===== src/rtl/uart_txf_pkg.sv =====
package uart_txf_pkg;
  localparam int DATA_W  = 32;
  localparam int LEN_W   = 5;
  localparam int PER_LSB = 10;
  localparam int PER_W   = 22;
  localparam int MODE_W  = 8;
  localparam int FRAC_W  = 6;
  localparam logic [4:0] MODE_ASYNC_TX = 5'b11110;

  typedef struct packed {
    logic [PER_W-1:0] per;
    logic [LEN_W-1:0] len;
  } cfg_t;

  function automatic cfg_t unpack_cfg(input logic [31:0] w);
    cfg_t c;
    c.per = w[PER_LSB +: PER_W];
    c.len = w[LEN_W-1:0];
    return c;
  endfunction
endpackage


===== src/rtl/uart_txf_phase.sv =====
module uart_txf_phase #(
  parameter int PER_W  = 22,
  parameter int FRAC_W = 6
) (
  input  logic             clk_i,
  input  logic             rst_ni,
  input  logic             clr_i,
  input  logic             restart_i,
  input  logic             run_i,
  input  logic [PER_W-1:0] per_i,
  output logic             tick_o
);
  localparam logic [PER_W:0] ONE = (PER_W+1)'(1) << FRAC_W;

  logic [PER_W-1:0] acc_q;
  logic [PER_W:0]   per_eff, sum;

  // clamp to at least one cycle per bit
  assign per_eff = ({1'b0, per_i} < ONE) ? ONE : {1'b0, per_i};
  assign sum     = {1'b0, acc_q} + ONE;
  assign tick_o  = run_i && (sum >= per_eff);

  always_ff @(posedge clk_i or negedge rst_ni) begin
    if (!rst_ni)                acc_q <= '0;
    else if (clr_i || restart_i) acc_q <= '0;
    else if (run_i)             acc_q <= tick_o ? PER_W'(sum - per_eff) : PER_W'(sum);
  end

  assert_acc_bound_R4: assert property (@(posedge clk_i) disable iff (!rst_ni)
    {1'b0, acc_q} < per_eff);
endmodule


===== src/rtl/uart_txf_hold.sv =====
module uart_txf_hold #(
  parameter int DATA_W = 32
) (
  input  logic              clk_i,
  input  logic              rst_ni,
  input  logic              clr_i,
  input  logic              wr_i,
  input  logic [DATA_W-1:0] wdata_i,
  input  logic              take_i,
  output logic              full_o,
  output logic [DATA_W-1:0] data_o
);
  logic              full_q;
  logic [DATA_W-1:0] buf_q;
  logic              accept;

  assign accept = wr_i && (!full_q || take_i);

  always_ff @(posedge clk_i or negedge rst_ni) begin
    if (!rst_ni) begin
      full_q <= 1'b0;
      buf_q  <= '0;
    end else if (clr_i) begin
      full_q <= 1'b0;
    end else if (accept) begin
      full_q <= 1'b1;
      buf_q  <= wdata_i;
    end else if (take_i) begin
      full_q <= 1'b0;
    end
  end

  assign full_o = full_q;
  assign data_o = buf_q;

  assert_full_after_write_R5: assert property (@(posedge clk_i) disable iff (!rst_ni)
    (wr_i && !clr_i) |=> full_q);
  assert_ignore_when_full_R7: assert property (@(posedge clk_i) disable iff (!rst_ni)
    (full_q && wr_i && !take_i && !clr_i) |=> $stable(buf_q));
endmodule


===== src/rtl/uart_txf_shift.sv =====
module uart_txf_shift #(
  parameter int DATA_W = 32,
  parameter int LEN_W  = 5
) (
  input  logic              clk_i,
  input  logic              rst_ni,
  input  logic              clr_i,
  input  logic              tick_i,
  input  logic              full_i,
  input  logic [DATA_W-1:0] data_i,
  input  logic [LEN_W-1:0]  len_i,
  output logic              take_o,
  output logic              end_o,
  output logic              busy_o,
  output logic              line_o
);
  localparam int IDX_W = $clog2(DATA_W + 3);

  logic              busy_q, line_q;
  logic [IDX_W-1:0]  idx_q, stop_idx, idx_nxt;
  logic [DATA_W-1:0] sh_q;

  assign stop_idx = IDX_W'(len_i) + IDX_W'(2);
  assign idx_nxt  = idx_q + IDX_W'(1);
  assign end_o    = busy_q && tick_i && (idx_q == stop_idx);
  assign take_o   = full_i && (!busy_q || end_o);

  always_ff @(posedge clk_i or negedge rst_ni) begin
    if (!rst_ni) begin
      busy_q <= 1'b0;
      line_q <= 1'b1;
      idx_q  <= '0;
      sh_q   <= '0;
    end else if (clr_i) begin
      busy_q <= 1'b0;
      line_q <= 1'b1;
      idx_q  <= '0;
    end else if (take_o) begin
      busy_q <= 1'b1;
      line_q <= 1'b0;
      idx_q  <= '0;
      sh_q   <= data_i;
    end else if (end_o) begin
      busy_q <= 1'b0;
      line_q <= 1'b1;
    end else if (busy_q && tick_i) begin
      idx_q <= idx_nxt;
      if (idx_nxt == stop_idx) begin
        line_q <= 1'b1;
      end else begin
        line_q <= sh_q[0];
        sh_q   <= sh_q >> 1;
      end
    end
  end

  assign busy_o = busy_q;
  assign line_o = line_q;

  assert_idle_high_R3: assert property (@(posedge clk_i) disable iff (!rst_ni)
    !busy_q |-> line_q);
  assert_start_low_R3: assert property (@(posedge clk_i) disable iff (!rst_ni)
    $rose(busy_q) |-> !line_q);
endmodule


===== src/rtl/uart_txf_top.sv =====
module uart_txf_top
  import uart_txf_pkg::*;
#(
  parameter int DW = DATA_W
) (
  input  logic          clk_i,
  input  logic          rst_ni,
  input  logic          enable_i,
  input  logic          mode_we_i,
  input  logic [7:0]    mode_i,
  input  logic          cfg_we_i,
  input  logic [31:0]   cfg_i,
  input  logic          data_we_i,
  input  logic [DW-1:0] data_i,
  output logic          tx_o,
  output logic          tx_oe_o,
  output logic          full_o,
  output logic [31:0]   result_o
);
  logic [MODE_W-1:0] mode_q;
  logic [31:0]       cfg_q;
  cfg_t              cfg;
  logic              run, clr, tick, take, stop_end, busy, full;
  logic [DW-1:0]     buf_data;

  always_ff @(posedge clk_i or negedge rst_ni) begin
    if (!rst_ni) begin
      mode_q <= '0;
      cfg_q  <= '0;
    end else begin
      if (mode_we_i) mode_q <= mode_i;
      if (cfg_we_i)  cfg_q  <= cfg_i;
    end
  end

  assign cfg = unpack_cfg(cfg_q);
  assign run = enable_i && (mode_q[5:1] == MODE_ASYNC_TX);
  assign clr = !run || cfg_we_i || mode_we_i;

  uart_txf_phase #(.PER_W(PER_W), .FRAC_W(FRAC_W)) u_phase (
    .clk_i, .rst_ni, .clr_i(clr), .restart_i(take), .run_i(busy),
    .per_i(cfg.per), .tick_o(tick)
  );

  uart_txf_hold #(.DATA_W(DW)) u_hold (
    .clk_i, .rst_ni, .clr_i(clr), .wr_i(data_we_i), .wdata_i(data_i),
    .take_i(take), .full_o(full), .data_o(buf_data)
  );

  uart_txf_shift #(.DATA_W(DW), .LEN_W(LEN_W)) u_shift (
    .clk_i, .rst_ni, .clr_i(clr), .tick_i(tick), .full_i(full),
    .data_i(buf_data), .len_i(cfg.len), .take_o(take), .end_o(stop_end),
    .busy_o(busy), .line_o(tx_o)
  );

  assign tx_oe_o  = mode_q[0];
  assign full_o   = full;
  assign result_o = {31'b0, busy};

  assert_clear_R8: assert property (@(posedge clk_i) disable iff (!rst_ni)
    (cfg_we_i || mode_we_i || !enable_i) |=> (!full_o && !busy && tx_o));
  assert_no_gap_R6: assert property (@(posedge clk_i) disable iff (!rst_ni)
    (stop_end && full && !clr) |=> (busy && !tx_o && !full_o));
  assert_handoff_R5: assert property (@(posedge clk_i) disable iff (!rst_ni)
    (full && !busy && !clr && !data_we_i) |=> (busy && !full_o));
  assert_wrong_mode_R9: assert property (@(posedge clk_i) disable iff (!rst_ni)
    (mode_q[5:1] != MODE_ASYNC_TX) |-> (tx_o && !busy));
endmodule


===== config.mk =====
export PLATFORM = sky130hd
export DESIGN_NAME = uart_txf_top
export DESIGN_NICKNAME = d
export VERILOG_FILES = /design/src/rtl/uart_txf_pkg.sv /design/src/rtl/uart_txf_phase.sv /design/src/rtl/uart_txf_hold.sv /design/src/rtl/uart_txf_shift.sv /design/src/rtl/uart_txf_top.sv
export SDC_FILE = /design/constraint.sdc
export NUM_CORES = 1
export LEC_CHECK = 0
export ABC_AREA = 1
export CAP_MARGIN = 40
export CORE_MARGIN = 2
export CORE_UTILIZATION = 61
export DETAILED_ROUTE_END_ITERATION = 16
export GPL_ROUTABILITY_DRIVEN = 0
export GPL_TIMING_DRIVEN = 0
export PLACE_DENSITY_LB_ADDON = 0.05
export REMOVE_ABC_BUFFERS = 1
export SLEW_MARGIN = 30
export SYNTH_ARGS = -nofsm -noshare
export SYNTH_HDL_FRONTEND = slang
export SYNTH_HIERARCHICAL = 1
export SYNTH_SLANG_ARGS = --single-unit

===== constraint.sdc =====
create_clock -name clk_i -period 7.3 [get_ports clk_i]
set_input_delay 2.19 -clock clk_i [delete_from_list [all_inputs] [get_ports clk_i]]
set_output_delay 2.19 -clock clk_i [all_outputs]
set_load 0.01 [all_outputs]

==> flow_metrics.py <==
metrics = {
    "layout": {
        "final_cells": 1485,
        "areaGrowthSynthToFinish_pct": 13.92,
        "seqCellArea_um2": 3206,
        "fillerInstances": 1216,
        "nets": 1397,
        "drive_above_1_share_pct": 6.437,
        "final_common_cell": "nand2_1",
        "diodes": 0,
        "mostFrequentLayoutCells": "nand2_1, nand3_1, dfrtp_1",
        "multiInputGateArea_um2": 4388,
    },
    "route": {
        "drt-initial-drc-count": 683,
        "wl_per_cell_um": 13.44,
        "via_per_inst": 5.258,
        "firstDrtPassIters": 7,
        "drcViolationCount": 0,
        "ant_nets": 0,
        "wl_um": 19960,
        "via_count": 7808,
    },
    "floorplan": {
        "start_util_pct": 61.86,
        "pin_count": 113,
        "die_width_um": 122.2,
        "die_y_um": 122.2,
        "coreArea_um2": 13770,
        "rows": 43,
        "design.die.area_um2": 14930,
    },
    "clock_network": {
        "clock_latency_ns": 0.42,
        "postCtsSetupRepairBufs": 0,
        "cts_tree": "done",
        "cts-root-buf": "clkbuf_16",
        "cts_sinks": 128,
        "htree_num_levels": 4,
        "path_clk_slew_ns": 0.06,
        "clockBufferDepth": 2,
        "cts_buffers": 17,
    },
    "setup_path": {
        "cp-start-kind": "register",
        "worstRegToRegCells": 29,
        "crit_type": "register to register",
        "critPathMaxFanout": 36,
        "setup.worst_path.end_class": "register",
        "crit_family": "simple AND/OR/NAND/NOR gates",
        "timing.critical_path.buf_inv": 4,
        "critical_path_arrival_ns": 6.80,
        "r2r_slack_ns": 0.80,
        "cp_slowest_cell": "nand2_2",
        "cp.required_ns": 7.60,
        "r2r_start": "u_phase/acc_q[6]$_DFFE_PN0P_",
        "r2r-end": "u_hold/data_o[13]$_DFFE_PN0P_",
        "critPathMaxStageDelay_ns": 0.58,
        "path_common_cell": "nand2_1",
    },
    "sta": {
        "worst_pin_slew_ns": 0.7682,
        "finalHoldViolCount": 0,
        "max_freq_mhz": 153.8,
        "drv_slew": 0,
        "period_share_pct": 89.07,
        "period_minus_slack_ns": 6.502,
        "relSlewSlack_pct": 48.79,
        "rsz0062_at_grt": "false",
        "whs_ns": 0.4705,
        "setup_violations": 0,
        "skew_ns": 0.009862,
    },
    "placement": {
        "dp_hpwl_um": 13570,
        "dpl.cell_count": 1453,
        "port_buffers": 74,
    },
    "min_path": {
        "hp-class": "register to register",
        "hold_depth": 2,
        "worstHoldStart": "u_hold/data_o[30]$_DFFE_PN0P_",
        "min_to": "u_hold/data_o[30]$_DFFE_PN0P_",
    },
    "yosys": {
        "synthCells": 1243,
        "syn_area_per_cell_um2": 6.854,
        "ys_seq_area_share_pct": 37.61,
        "ys_types": 39,
        "ys_ff_latch": 128,
        "synthesis.area_um2": 8519,
        "ys_warn_count": 6,
    },
    "global_routing": {
        "overflow": 0,
        "grt_max_degree": 87,
        "track_usage_pct": 27.90,
        "antenna_found_initial": 0,
        "grt_pass1_wl_um": 32980,
        "grt_pass1_vias": 6960,
    },
    "outcome": {
        "status": "finished, final reports clean",
    },
    "pwr": {
        "power_density_nw_per_um2": 185.5,
        "ir_worst_vdd_uv": 180.7,
        "p_leak_nw": 5.498,
    },
    "flow_run": {
        "drv_cap": 0,
    },
}
-- layout make-up --
cell class / instances / share of cell area, %
clock buffers: 19 / 4.564
clock inverters: 12 / 1.637
inverters: 130 / 5.092
multi-input cells: 939 / 45.21
flip-flops and latches: 128 / 33.03
well taps: 180 / 2.320
repair buffers: 77 / 8.147
-- per-layer routing --
metal,global-route usage [%],vias up,wire (µm)
met3,4.448,21,1202
met4,9.339,0,295
met2,43.40,256,9179
met1,39.95,3618,9278
met5,0,-,0
li1,-,3913,-
-- Yosys cell counts, drive strengths merged --
cell type | number | share of area, %
a21boi | 1 | 0.088
a21o | 1 | 0.088
a21oi | 21 | 1.2
and2 | 1 | 0.073
buf | 67 | 6.2
clkbuf | 9 | 0.46
clkinv | 1 | 0.044
conb | 1 | 0.044
dfrtp | 127 | 37
dfstp | 1 | 0.31
fa | 1 | 0.23
ha | 25 | 3.7
inv | 129 | 5.7
nand2 | 569 | 26
nand3 | 168 | 10
nand3b | 10 | 0.88
nand4 | 11 | 0.81
nor2 | 53 | 2.9
nor3 | 8 | 0.47
nor4 | 4 | 0.29
o21ai | 11 | 0.65
o21bai | 3 | 0.26
or2 | 1 | 0.073
xnor2 | 10 | 1.0
xor2 | 10 | 1.0
-- sequential cells by signal, summed over array words and instances (netlist names) --
| signal | count |
|---|---|
| u_hold/full_o | 1 |
| mode_q | 6 |
| cfg_q | 27 |
| u_shift/idx_q | 6 |
| u_hold/data_o | 32 |
| u_shift/line_o | 1 |
| u_phase/acc_q | 22 |
| u_shift/sh_q | 32 |
| u_shift/busy_o | 1 |
-- cell families (layout without fill, tap and decap cells) --
kind of cell	count (synthesis)	in the layout	synth area share, %
AND/OR/NAND/NOR	825	825	41.61
buffers and inverters	206	238	12.45
flip-flops	128	128	37.61
AO/OA/AOI/OAI	37	37	2.320
adder cells (fa/ha/maj)	26	26	3.907
XOR/XNOR	20	20	2.056
other	1	31	0.04402
-- how the worst max path moves through the flow --
stage,from,end,slack (ns),cells after the start
floorplan,u_phase/acc_q[6]$_DFFE_PN0P_,u_hold/data_o[0]$_DFFE_PN0P_,2.39,30
global placement,rst_ni,u_hold/data_o[11]$_DFFE_PN0P_,-1.08,1
detailed placement,u_phase/acc_q[6]$_DFFE_PN0P_,u_phase/acc_q[13]$_DFFE_PN0P_,0.56,31
CTS,u_phase/acc_q[6]$_DFFE_PN0P_,u_phase/acc_q[13]$_DFFE_PN0P_,0.47,31
global route,u_phase/acc_q[6]$_DFFE_PN0P_,u_hold/data_o[21]$_DFFE_PN0P_,0.25,29
finish,u_phase/acc_q[6]$_DFFE_PN0P_,u_hold/data_o[13]$_DFFE_PN0P_,0.80,29
-- stage by stage --
| step | util (%) | setup WS [ns] | total power [mW] | TNS [ns] | cell area (µm²) |
|---|---|---|---|---|---|
| final | 70.47 | 0.7979 | 1.800 | 0 | 9706 |
| after global routing | 70.47 | 0.2457 | 1.876 | 0 | 9706 |
| after CTS | 70.24 | 0.4678 | 1.814 | 0 | 9674 |
| after detailed placement | 65.87 | 0.5598 | 0.9541 | 0 | 9072 |
| after global placement | 65.56 | -1.081 | 0.9492 | -135.89 | 9030 |
| after floorplan | - | 2.388 | 0.8675 | 0 | 8064 |
-- where the power goes --
group          internal (mW)  switching, mW  total, mW
sequential             0.732         0.0173      0.749
combinational         0.0813          0.113      0.194
clock                  0.546          0.311      0.856
total                   1.36          0.441       1.80
-- worst register-to-register path, delay by kind of cell, from the launching register on --
kind / cells / cell delay, ns
buf+inv: 4 / 0.57
simple gates: 23 / 4.66
flops: 1 / 0.41
compound gates: 1 / 0.33
fa+ha+maj: 1 / 0.41
-- timing repair --
| item | CTS | global route |
|---|---|---|
| gates resized for setup | 0 | 3 |
| hold buffers | 0 | 0 |
| endpoints found under the setup margin | 0 | 39 |
No activity file was read; power rests on OpenSTA's default activity.
